`src/rtl/prio_intc_pkg.sv`:
```
package prio_intc_pkg;
    localparam int PRIO_W  = 4;
    localparam int A_CUR   = 0;
    localparam int A_ACK   = 1;
    localparam int A_EOI   = 2;
    localparam int A_SWREQ = 3;
    localparam int A_NMI   = 4;
    localparam int A_PRIO  = 16;
    typedef logic [PRIO_W-1:0] prio_t;
endpackage

```
`src/rtl/intc_arbiter.sv`:
```
module intc_arbiter
    import prio_intc_pkg::*;
#(
    parameter int NUM_SRC = 8,
    localparam int IDX_W = (NUM_SRC > 1) ? $clog2(NUM_SRC) : 1
) (
    input  logic [NUM_SRC-1:0]             pend,
    input  logic [NUM_SRC-1:0][PRIO_W-1:0] prio,
    output prio_t                          best_prio,
    output logic [IDX_W-1:0]               best_idx,
    output logic                           valid
);
    logic [NUM_SRC-1:0][PRIO_W-1:0] eff;

    for (genvar g = 0; g < NUM_SRC; g++) begin : g_mask
        assign eff[g] = pend[g] ? prio[g] : '0;
    end

    always_comb begin
        best_prio = '0;
        best_idx  = '0;
        for (int i = 0; i < NUM_SRC; i++) begin
            if (eff[i] > best_prio) begin
                best_prio = eff[i];
                best_idx  = IDX_W'(i);
            end
        end
        valid = (best_prio != '0);
    end
endmodule

```
`src/rtl/intc_lifo.sv`:
```
module intc_lifo
    import prio_intc_pkg::*;
#(
    parameter int DEPTH = 16,
    localparam int CNT_W = $clog2(DEPTH + 1)
) (
    input  logic  clk,
    input  logic  rst_n,
    input  logic  push,
    input  logic  pop,
    input  prio_t din,
    output prio_t top,
    output logic  empty
);
    typedef struct packed {
        logic [DEPTH-1:0][PRIO_W-1:0] mem;
        logic [CNT_W-1:0]             cnt;
    } lifo_t;

    lifo_t r_q, r_d;
    logic  full;

    assign empty = (r_q.cnt == '0);
    assign full  = (r_q.cnt == CNT_W'(DEPTH));
    assign top   = empty ? '0 : r_q.mem[r_q.cnt - 1'b1];

    always_comb begin
        r_d = r_q;
        if (push && !full) begin
            r_d.mem[r_q.cnt] = din;
            r_d.cnt          = r_q.cnt + 1'b1;
        end else if (pop && !push && !empty) begin
            r_d.cnt = r_q.cnt - 1'b1;
        end
    end

    always_ff @(posedge clk or negedge rst_n) begin
        if (!rst_n) r_q <= '0;
        else        r_q <= r_d;
    end

    AST_NO_OVERFLOW: assert property (@(posedge clk) disable iff (!rst_n)
        (push && full && !pop) |=> (r_q.cnt == $past(r_q.cnt)));
endmodule

```
`src/rtl/intc_nmi_edge.sv`:
```
module intc_nmi_edge (
    input  logic clk,
    input  logic rst_n,
    input  logic pin,
    input  logic en,
    input  logic fall_sel,
    input  logic clr,
    output logic flag
);
    typedef struct packed {
        logic s1;
        logic s2;
        logic s3;
        logic flag;
    } nmi_t;

    nmi_t r_q, r_d;
    logic edge_hit;

    assign edge_hit = en && (fall_sel ? (!r_q.s2 && r_q.s3) : (r_q.s2 && !r_q.s3));
    assign flag     = r_q.flag;

    always_comb begin
        r_d    = r_q;
        r_d.s1 = pin;
        r_d.s2 = r_q.s1;
        r_d.s3 = r_q.s2;
        if (clr)      r_d.flag = 1'b0;
        if (edge_hit) r_d.flag = 1'b1;
    end

    always_ff @(posedge clk or negedge rst_n) begin
        if (!rst_n) r_q <= '0;
        else        r_q <= r_d;
    end

    AST_SET_WINS: assert property (@(posedge clk) disable iff (!rst_n)
        edge_hit |=> r_q.flag);
endmodule

```
`src/rtl/prio_intc.sv`:
```
module prio_intc
    import prio_intc_pkg::*;
#(
    parameter int NUM_SRC = 8,
    parameter int ADDR_W  = 5,
    parameter int DATA_W  = 8,
    localparam int IDX_W  = (NUM_SRC > 1) ? $clog2(NUM_SRC) : 1,
    localparam int DEPTH  = 1 << PRIO_W
) (
    input  logic               clk,
    input  logic               rst_n,
    input  logic [NUM_SRC-1:0] hw_req,
    input  logic               nmi_pin,
    input  logic               cpu_crit_en,
    input  logic               bus_sel,
    input  logic               bus_wr,
    input  logic [ADDR_W-1:0]  bus_addr,
    input  logic [DATA_W-1:0]  bus_wdata,
    output logic [DATA_W-1:0]  bus_rdata,
    output logic               irq_o,
    output logic               crit_o
);
    typedef struct packed {
        prio_t                          cur;
        logic [NUM_SRC-1:0]             sw;
        logic [NUM_SRC-1:0][PRIO_W-1:0] prio;
        logic                           nmi_en;
        logic                           nmi_fall;
    } regs_t;

    regs_t r_q, r_d;

    logic [NUM_SRC-1:0] src_pend;
    prio_t              best_prio;
    logic [IDX_W-1:0]   win_idx;
    logic               win_valid;
    prio_t              lifo_top;
    logic               lifo_empty;
    logic               nmi_flag;
    logic               wr_en, rd_ack, ack_take, eoi, nmi_clr;

    assign src_pend = hw_req | r_q.sw;
    assign wr_en    = bus_sel && bus_wr;
    assign rd_ack   = bus_sel && !bus_wr && (bus_addr == ADDR_W'(A_ACK));
    assign irq_o    = win_valid && (best_prio > r_q.cur);
    assign ack_take = rd_ack && irq_o;
    assign eoi      = wr_en && (bus_addr == ADDR_W'(A_EOI));
    assign nmi_clr  = wr_en && (bus_addr == ADDR_W'(A_NMI)) && bus_wdata[2];
    assign crit_o   = nmi_flag && cpu_crit_en;

    intc_arbiter #(.NUM_SRC(NUM_SRC)) u_arb (
        .pend      (src_pend),
        .prio      (r_q.prio),
        .best_prio (best_prio),
        .best_idx  (win_idx),
        .valid     (win_valid)
    );

    intc_lifo #(.DEPTH(DEPTH)) u_lifo (
        .clk   (clk),
        .rst_n (rst_n),
        .push  (ack_take),
        .pop   (eoi),
        .din   (r_q.cur),
        .top   (lifo_top),
        .empty (lifo_empty)
    );

    intc_nmi_edge u_nmi (
        .clk      (clk),
        .rst_n    (rst_n),
        .pin      (nmi_pin),
        .en       (r_q.nmi_en),
        .fall_sel (r_q.nmi_fall),
        .clr      (nmi_clr),
        .flag     (nmi_flag)
    );

    always_comb begin
        r_d = r_q;
        if (ack_take) r_d.cur = best_prio;
        if (eoi)      r_d.cur = lifo_empty ? '0 : lifo_top;
        if (wr_en) begin
            if (bus_addr == ADDR_W'(A_CUR))   r_d.cur = bus_wdata[PRIO_W-1:0];
            if (bus_addr == ADDR_W'(A_SWREQ)) r_d.sw  = bus_wdata[NUM_SRC-1:0];
            if (bus_addr == ADDR_W'(A_NMI)) begin
                r_d.nmi_en   = bus_wdata[0];
                r_d.nmi_fall = bus_wdata[1];
            end
            for (int i = 0; i < NUM_SRC; i++) begin
                if (bus_addr == ADDR_W'(A_PRIO + i)) r_d.prio[i] = bus_wdata[PRIO_W-1:0];
            end
        end
    end

    always_ff @(posedge clk or negedge rst_n) begin
        if (!rst_n) r_q <= '0;
        else        r_q <= r_d;
    end

    always_comb begin
        bus_rdata = '0;
        case (int'(bus_addr))
            A_CUR:   bus_rdata = DATA_W'(r_q.cur);
            A_ACK:   bus_rdata = irq_o ? DATA_W'(win_idx) : {DATA_W{1'b1}};
            A_SWREQ: bus_rdata = DATA_W'(r_q.sw);
            A_NMI:   bus_rdata = DATA_W'({nmi_flag, r_q.nmi_fall, r_q.nmi_en});
            default: begin
                for (int i = 0; i < NUM_SRC; i++) begin
                    if (bus_addr == ADDR_W'(A_PRIO + i)) bus_rdata = DATA_W'(r_q.prio[i]);
                end
            end
        endcase
    end

    AST_ACK_LOADS: assert property (@(posedge clk) disable iff (!rst_n)
        ack_take |=> (r_q.cur == $past(best_prio)));
    AST_EOI_EMPTY_ZERO: assert property (@(posedge clk) disable iff (!rst_n)
        (eoi && lifo_empty) |=> (r_q.cur == '0));
    AST_WINNER_PENDING: assert property (@(posedge clk) disable iff (!rst_n)
        irq_o |-> src_pend[win_idx]);
endmodule

```
`config.mk`:
```
export PLATFORM = sky130hd
export DESIGN_NAME = prio_intc
export DESIGN_NICKNAME = d
export VERILOG_FILES = /design/src/rtl/prio_intc_pkg.sv /design/src/rtl/intc_arbiter.sv /design/src/rtl/intc_lifo.sv /design/src/rtl/intc_nmi_edge.sv /design/src/rtl/prio_intc.sv
export SDC_FILE = /design/constraint.sdc
export NUM_CORES = 1
export LEC_CHECK = 0
export BUFFER_PORTS_ARGS = -buffer_cell sky130_fd_sc_hd__buf_2
export CAP_MARGIN = 0
export CORE_MARGIN = 2
export CORE_UTILIZATION = 55
export DETAILED_ROUTE_END_ITERATION = 12
export PLACE_DENSITY = 0.79
export SLEW_MARGIN = 20
export SYNTH_ARGS = -nofsm -noshare
export SYNTH_HDL_FRONTEND = slang
export SYNTH_HIERARCHICAL = 1
export SYNTH_SLANG_ARGS = --single-unit
export TNS_END_PERCENT = 5
```
`constraint.sdc`:
```
create_clock -name clk -period 17.6 [get_ports clk]
set_input_delay 0.88 -clock clk [delete_from_list [all_inputs] [get_ports clk]]
set_output_delay 0.88 -clock clk [all_outputs]
set_load 0.01 [all_outputs]
```
# --- After elaboration in Yosys (flattened, before gate mapping) ---
# Index checks and enable logic that the tools add are counted.
# Widths: inputs -> output; s select.
op_classes:
  add_sub_neg: 2
  n_lt_le_gt_ge: 12
  n_eq_ne: 13
  n_mux: 58
  bitwise: 1
  n_reduce_logical: 37
op_table:
  columns: ["cell", "n"]
  rows:
  - ["$mux 4", 31]
  - ["$mux 8", 9]
  - ["$bwmux 64", 1]
  - ["$mux 46", 1]
  - ["$eq 5x5->1 const B", 9]
  - ["$gt 4x4->1", 8]
  - ["$pmux 8 s4", 1]
  - ["$reduce_and 2->1", 10]
  - ["$bmux 4 s4", 1]
  - ["$demux 4 s4", 1]
  - ["$logic_and 1x1->1", 16]
  - ["$mux 3", 4]
  - ["$eq 5x2->1 const B", 2]
  - ["$logic_not 5->1", 2]
  - ["$lt 5x5->1 const B", 2]
  - ["$mux 5", 2]
  - ["$or 8x8->8", 1]
  - ["$logic_not 1->1", 6]
  - ["$mux 2", 3]
  - ["$add 5x1->5 const B", 1]
  - ["$eq 5x1->1 const B", 1]
  - ["$eq 5x3->1 const B", 1]
  - ["$ge 5x1->1 const B", 1]
  - ["$sub 5x1->5 const B", 1]
  - ["other kinds (4)", 8]
totals:
  regBits: 119
  input_bits: 27
  elab_cells: 156

# --- Longest topological paths before layout ---
depth:
  ltp_word: 26
  ltp_mapped: 68
  mapped_depth_nobuf: 67

# --- Cells and area by module ---
# Netlist, hierarchy kept.
modules_own_cells:
  columns: ["module", "n_inst", "cells_per_inst", "area_each_um2"]
  rows:
  - ["intc_lifo", 1, 255, 3458.3]
  - ["prio_intc", 1, 237, 2616.3]
  - ["intc_arbiter", 1, 241, 1632.8]
  - ["intc_nmi_edge", 1, 8, 131.4]

# --- Least setup slack after synthesis ---
# No wires, ideal clock.
synth_path:
  path_type: "input to output"
  from: "input port hw_req[1]"
  to: "output port bus_rdata[3]"
  arrival_time_ns: 12.870
  path_slack_ns: 3.850
  cell_stages: 57
  cell_sequence: "or2_2 > nand2_1 > inv_1 > ha_1 > nor2b_1 > o21a_1 > maj3_1 > a22o_1 > o21ai_0 > ha_1 > nor2_1 > o32ai_1 > nor4b_1 > o31a_1 > a211o_1 > nor2_1 > a21oi_1 > ha_1 > [21 not listed] > a21oi_1 > o32ai_4 > mux2_4 > ha_1 > o21ai_0 > nand2b_1 > a21oi_1 > a41o_1 > buf_4 > and2_1 > a211oi_1 > inv_1 > ha_1 > nand4_1 > nand2_1 > a21oi_1 > nor3_1 > o221a_2"
synth_via:
  elab_chain_cells: 20
  word_cells_on_any_way: 21
synth_rtl:
  columns: ["item", "line_no", "rtl"]
  rows:
  - ["start: declaration", "prio_intc.sv:12", "input logic [NUM_SRC-1:0] hw_req,"]
  - ["$or 8x8->8 *", "prio_intc.sv:42", "assign src_pend = hw_req | r_q.sw;"]
  - ["$mux 4 *", "intc_arbiter.sv:16", "assign eff[g] = pend[g] ? prio[g] : '0;"]
  - ["$gt 4x4->1", "intc_arbiter.sv:23", "if (eff[i] > best_prio) begin"]
  - ["$mux 4 *", "intc_arbiter.sv:23", null]
  - ["$gt 4x4->1", "intc_arbiter.sv:23", null]
  - ["$mux 4 *", "intc_arbiter.sv:23", null]
  - ["$gt 4x4->1", "intc_arbiter.sv:23", null]
  - ["$mux 4 *", "intc_arbiter.sv:23", null]
  - ["[6 not listed]", null, null]
  - ["$gt 4x4->1", "intc_arbiter.sv:23", null]
  - ["$mux 4 *", "intc_arbiter.sv:23", null]
  - ["net best_prio[0]", "prio_intc.sv:34", "prio_t best_prio;"]
  - ["$gt 4x4->1 or $reduce_bool 4->1 (tied branches)", "prio_intc.sv:45, intc_arbiter.sv:28", null]
  - ["$logic_and 1x1->1 *", "prio_intc.sv:45", "assign irq_o = win_valid && (best_prio > r_q.cur);"]
  - ["net irq_o", "prio_intc.sv:20", "output logic irq_o,"]
  - ["$mux 8 *", "prio_intc.sv:105", "A_ACK: bus_rdata = irq_o ? DATA_W'(win_idx) : {DATA_W{1'b1}};"]
  - ["$pmux 8 s4 *", "prio_intc.sv:103", "case (int'(bus_addr))"]
  - ["end: declaration", "prio_intc.sv:19", "output logic [DATA_W-1:0] bus_rdata,"]
# The timed path passes the listed nets; every way through them passes the cells marked *.

# --- Worst setup path after layout ---
layout_path:
  from: "input port hw_req[1]"
  to: "output port bus_rdata[3]"
layout_via:
  elab_chain_cells: 20
  word_cells_on_any_way: 21
layout_rtl:
  columns: ["item", "line_no", "rtl"]
  rows:
  - ["$or 8x8->8 *", "prio_intc.sv:42", null]
  - ["net src_pend[1]", "prio_intc.sv:33", "logic [NUM_SRC-1:0] src_pend;"]
  - ["$mux 4 *", "intc_arbiter.sv:16", null]
  - ["$gt 4x4->1", "intc_arbiter.sv:23", null]
  - ["$mux 4 *", "intc_arbiter.sv:23", null]
  - ["$gt 4x4->1", "intc_arbiter.sv:23", null]
  - ["$mux 4 *", "intc_arbiter.sv:23", null]
  - ["$gt 4x4->1", "intc_arbiter.sv:23", null]
  - ["[6 not listed]", null, null]
  - ["$mux 4 *", "intc_arbiter.sv:23", null]
  - ["$gt 4x4->1", "intc_arbiter.sv:23", null]
  - ["$mux 4 *", "intc_arbiter.sv:23", null]
  - ["net best_prio[1]", "prio_intc.sv:34", null]
  - ["$gt 4x4->1 or $reduce_bool 4->1 (tied branches)", "prio_intc.sv:45, intc_arbiter.sv:28", null]
  - ["$logic_and 1x1->1 *", "prio_intc.sv:45", null]
  - ["$mux 8 *", "prio_intc.sv:105", null]
  - ["$pmux 8 s4 *", "prio_intc.sv:103", null]
# Marks and branches as above.

==> impl_metrics.prom <==
# TYPE chip_impl_metric gauge
chip_impl_metric{name="detailed_placement_wirelength_estimate",unit="mm"} 14.3
chip_impl_metric{name="drtIter0Drc",unit=""} 517
chip_impl_metric{name="via_count",unit=""} 6183
chip_impl_metric{name="die_height",unit="um"} 123
chip_impl_metric{name="grt_pass1_wl",unit="mm"} 32.6
chip_impl_metric{name="r2r_slack",unit="ns"} 2.29
chip_impl_metric{name="final.hold.worst_slack",unit="ns"} 0.361
chip_impl_metric{name="floorplan.io_pins",unit=""} 37
chip_impl_metric{name="synth_seq_area_share",unit="%"} 38.0
chip_impl_metric{name="postSynthRegisterBits",unit=""} 119
chip_impl_metric{name="max-vdd-ir-drop",unit="V"} 0.000117
chip_impl_metric{name="critical_path_peak_fanout",unit=""} 11
chip_impl_metric{name="maxSlewViolCount",unit=""} 0
chip_impl_metric{name="postSynthNetCount",unit=""} 796
chip_impl_info{name="critical_path.top_delay_family",value="compound AO/OA/AOI/OAI gates"} 1
chip_impl_metric{name="placementRows",unit=""} 43
chip_impl_info{name="most-common-layout-cells",value="118 x dfrtp_1, 114 x mux2_2, 63 x nand2_1"} 1
chip_impl_metric{name="finalCritPeriodShare",unit="%"} 90.7
chip_impl_metric{name="detail_route.wirelength",unit="mm"} 19.9
chip_impl_metric{name="critical_path.max_stage_delay",unit="ns"} 0.66
chip_impl_info{name="tritoncts_clock_tree",value="built"} 1
chip_impl_info{name="hold_path_startpoint",value="u_nmi/r_d[2]"} 1
chip_impl_metric{name="place_congestion",unit=""} 0.942
chip_impl_info{name="hold-path-endpoint",value="u_nmi/r_d[1]"} 1
chip_impl_metric{name="worstPathRequired",unit="ns"} 16.72
chip_impl_metric{name="power.density_cell_area",unit="nW/um^2"} 171
chip_impl_metric{name="portBuffers",unit=""} 36
chip_impl_info{name="r2r-end",value="u_lifo/r_q[26]"} 1
chip_impl_info{name="mostFrequentLayoutCell",value="dfrtp_1"} 1
chip_impl_metric{name="r2r_cells",unit=""} 59
chip_impl_metric{name="hold_buffers",unit=""} 0
chip_impl_metric{name="synthCells",unit=""} 741
chip_impl_metric{name="total_leakage_power",unit="nW"} 4.13
chip_impl_metric{name="edff_count_synth",unit=""} 0
chip_impl_metric{name="grt_overflow_total",unit=""} 0
chip_impl_metric{name="yosys_warnings",unit=""} 6
chip_impl_metric{name="insertion_delay",unit="ns"} 0.41
chip_impl_metric{name="num_antenna_cells",unit=""} 0
chip_impl_metric{name="die_width",unit="um"} 123
chip_impl_metric{name="netlist_area",unit="um^2"} 7840
chip_impl_metric{name="cts_inserted_buffers",unit=""} 17
chip_impl_metric{name="cts_resized",unit=""} 0
chip_impl_metric{name="finClkSkew",unit="ns"} 0.00398
chip_impl_metric{name="viasPerCell",unit=""} 6.43
chip_impl_info{name="synth_flop_type",value="dfrtp_1"} 1
chip_impl_metric{name="maxCapViolCount",unit=""} 0
chip_impl_metric{name="report.final.hold_viol_count",unit=""} 0
chip_impl_metric{name="cts.path.max_buffers",unit=""} 2
chip_impl_metric{name="period_needed",unit="ns"} 15.96
chip_impl_metric{name="antenna_violations_before_repair",unit=""} 1
chip_impl_metric{name="cp_data_arrival_time",unit="ns"} 15.08
chip_impl_metric{name="detailedRoute.firstPassIterationCount",unit=""} 5
chip_impl_metric{name="cp_num_buf_inv",unit=""} 3
chip_impl_metric{name="placed_cell_area",unit="um^2"} 8110
chip_impl_metric{name="synthesis.area_per_instance",unit="um^2"} 10.6
chip_impl_info{name="start_kind",value="primary input"} 1
chip_impl_metric{name="post_cts_setup_repair_buffer_count",unit=""} 0
chip_impl_metric{name="final_antenna_net_count",unit=""} 0
chip_impl_metric{name="die_area",unit="um^2"} 15200
chip_impl_metric{name="final_number_of_setup_violating_endpoints",unit=""} 0
chip_impl_metric{name="grt_util_all_layers",unit="%"} 28.0
chip_impl_metric{name="slew_headroom",unit="%"} 42.5
chip_impl_metric{name="grt_max_degree",unit=""} 69
chip_impl_info{name="setup.worst_path.end_class",value="primary output"} 1
chip_impl_info{name="crit_path_top_delay_cell",value="o311ai_0"} 1
chip_impl_metric{name="finalSetupTns",unit="ns"} 0
chip_impl_metric{name="h-tree-depth",unit=""} 4
chip_impl_info{name="rr_startpoint",value="r_q[35]"} 1
chip_impl_metric{name="wl_per_cell",unit="um"} 20.7
chip_impl_info{name="cts.root.buffer_cell",value="clkbuf_16"} 1
chip_impl_metric{name="worstHoldPathCells",unit=""} 0
chip_impl_metric{name="tightest_slew",unit="ns"} 0.857
chip_impl_metric{name="initial_core_util",unit="%"} 56.5
chip_impl_info{name="timing.setup.critical_path_class",value="primary input to primary output"} 1
chip_impl_info{name="hold_path_class",value="flop to flop"} 1
chip_impl_metric{name="layout-area-overhead-vs-synth",unit="%"} 10.7
chip_impl_metric{name="fmax",unit="GHz"} 0.0626
chip_impl_metric{name="layout-drive-gt1-share",unit="%"} 29.9
chip_impl_info{name="critical-path-top-cell-by-count",value="ha_1"} 1
chip_impl_metric{name="numClockSinks",unit=""} 119
chip_impl_metric{name="remaining_drc_errors",unit=""} 0
chip_impl_metric{name="core_region_area",unit="um^2"} 13900
chip_impl_metric{name="synthDistinctLibCells",unit=""} 85
chip_impl_info{name="run_status",value="finished clean"} 1
chip_impl_metric{name="postLayoutCellArea",unit="um^2"} 8680
chip_impl_info{name="unrepaired_setup_endpoints_after_global_routing",value="false"} 1
chip_impl_metric{name="ys_async_sr_fraction",unit="%"} 100
chip_impl_metric{name="path_clk_slew",unit="ns"} 0.05
chip_impl_metric{name="vias_in_the_first_global_route",unit=""} 6307
chip_impl_metric{name="layout.nets",unit=""} 826
==> worst max-delay path by stage <==
stage,startpoint,to,slack [ns],depth (start not counted)
after floorplan,hw_req[1],bus_rdata[3],3.85,57
final,hw_req[1],bus_rdata[3],1.64,58
after global routing,hw_req[1],bus_rdata[3],0.94,58
after CTS,hw_req[1],bus_rdata[3],1.52,58
after global placement,hw_req[1],bus_rdata[3],2.17,58
after detailed placement,hw_req[1],bus_rdata[3],1.53,58
==> worst reg2reg max path: cells and delay by family (launching register included) <==
kind	cells	cell delay [ns]
multiplexers	6	2.08
flip-flops	1	0.43
AO/OA/AOI/OAI	25	6.35
AND/OR/NAND/NOR	17	3.35
adder cells (fa/ha/maj)	9	2.87
buffers and inverters	2	0.13
==> kinds of logic after synthesis <==
family	Yosys count	share of synthesized area, %
AND/OR/NAND/NOR	215	14.0
AO/OA/AOI/OAI	148	13.6
flip-flops	119	38.0
buffers and inverters	56	3.32
adder cells (fa/ha/maj)	29	4.60
multiplexers	164	25.1
XOR/XNOR	10	1.36
==> metrics by stage <==
| step | total power, mW | setup WS, ns | utilization [%] | instances |
|---|---|---|---|---|
| 4_1_cts | 1.46 | 1.52 | 62.4 | 962 |
| 3_3_place_gp | 1.08 | 2.17 | 58.4 | 932 |
| 3_5_place_dp | 1.13 | 1.53 | 58.4 | 932 |
| 2_1_floorplan | 0.943 | 3.85 | - | 741 |
| 6_report | 1.48 | 1.64 | 62.5 | 962 |
| 5_1_grt | 1.58 | 0.940 | 62.5 | 962 |
==> power by group <==
part / internal, mW / switching, mW
Sequential: 0.297 / 0.0658
Clock: 0.212 / 0.116
Combinational: 0.314 / 0.474
Total: 0.823 / 0.656
==> routing by layer <==
| layer | routed length (um) | global-route usage (%) | part of all wire, % |
|---|---|---|---|
| met5 | 13 | 0 | 0.065 |
| met4 | 524 | 10.2 | 2.6 |
| met3 | 1420 | 6.37 | 7.1 |
| met2 | 9440 | 44.7 | 48 |
| met1 | 8480 | 37.5 | 43 |
==> final cells by class <==
class                      instances  area (um^2)
clock buffer                      20          457
sequential                       119         2980
clock inverter                    10          105
inverter                          30          113
fill                            1104         5200
tap                              180          225
multi-input combinational        566         4610
timing repair buffer              37          190
==> synth_stat cells (all sizes together) (4+ instances only) <==
| cell type | n | area [um^2] |
|---|---|---|
| a31oi | 9 | 56.3 |
| and3 | 7 | 45.1 |
| inv | 30 | 113 |
| ha | 28 | 350 |
| nor3 | 8 | 55.1 |
| nand2 | 64 | 243 |
| buf | 17 | 113 |
| or3 | 5 | 37.5 |
| a221oi | 4 | 41.3 |
| mux2 | 116 | 1310 |
| nand2b | 7 | 43.8 |
| o21a | 5 | 38.8 |
| nand4 | 5 | 31.3 |
| a21oi | 35 | 179 |
| o22ai | 4 | 25.0 |
| or2 | 10 | 62.6 |
| nor2b | 9 | 56.3 |
| a211oi | 7 | 87.6 |
| a21o | 8 | 60.1 |
| clkbuf | 9 | 35.0 |
| a22oi | 5 | 42.5 |
| nor2 | 52 | 195 |
| mux2i | 34 | 340 |
| o21ai | 31 | 155 |
| xnor2 | 7 | 61.3 |
| a211o | 4 | 35.0 |
| mux4 | 14 | 315 |
| o211ai | 7 | 52.6 |
| nand3 | 15 | 75.1 |
| dfrtp | 119 | 2980 |
| and2 | 16 | 100 |
| a41o | 4 | 43.8 |
==> sequential cells by signal, indices dropped and copies added, names as in the netlist <==
name	count
u_nmi/flag	1
u_nmi/r_q	1
u_nmi/r_d	2
u_lifo/r_q	69
r_q	46
No activity file was read; power rests on OpenSTA's default activity.
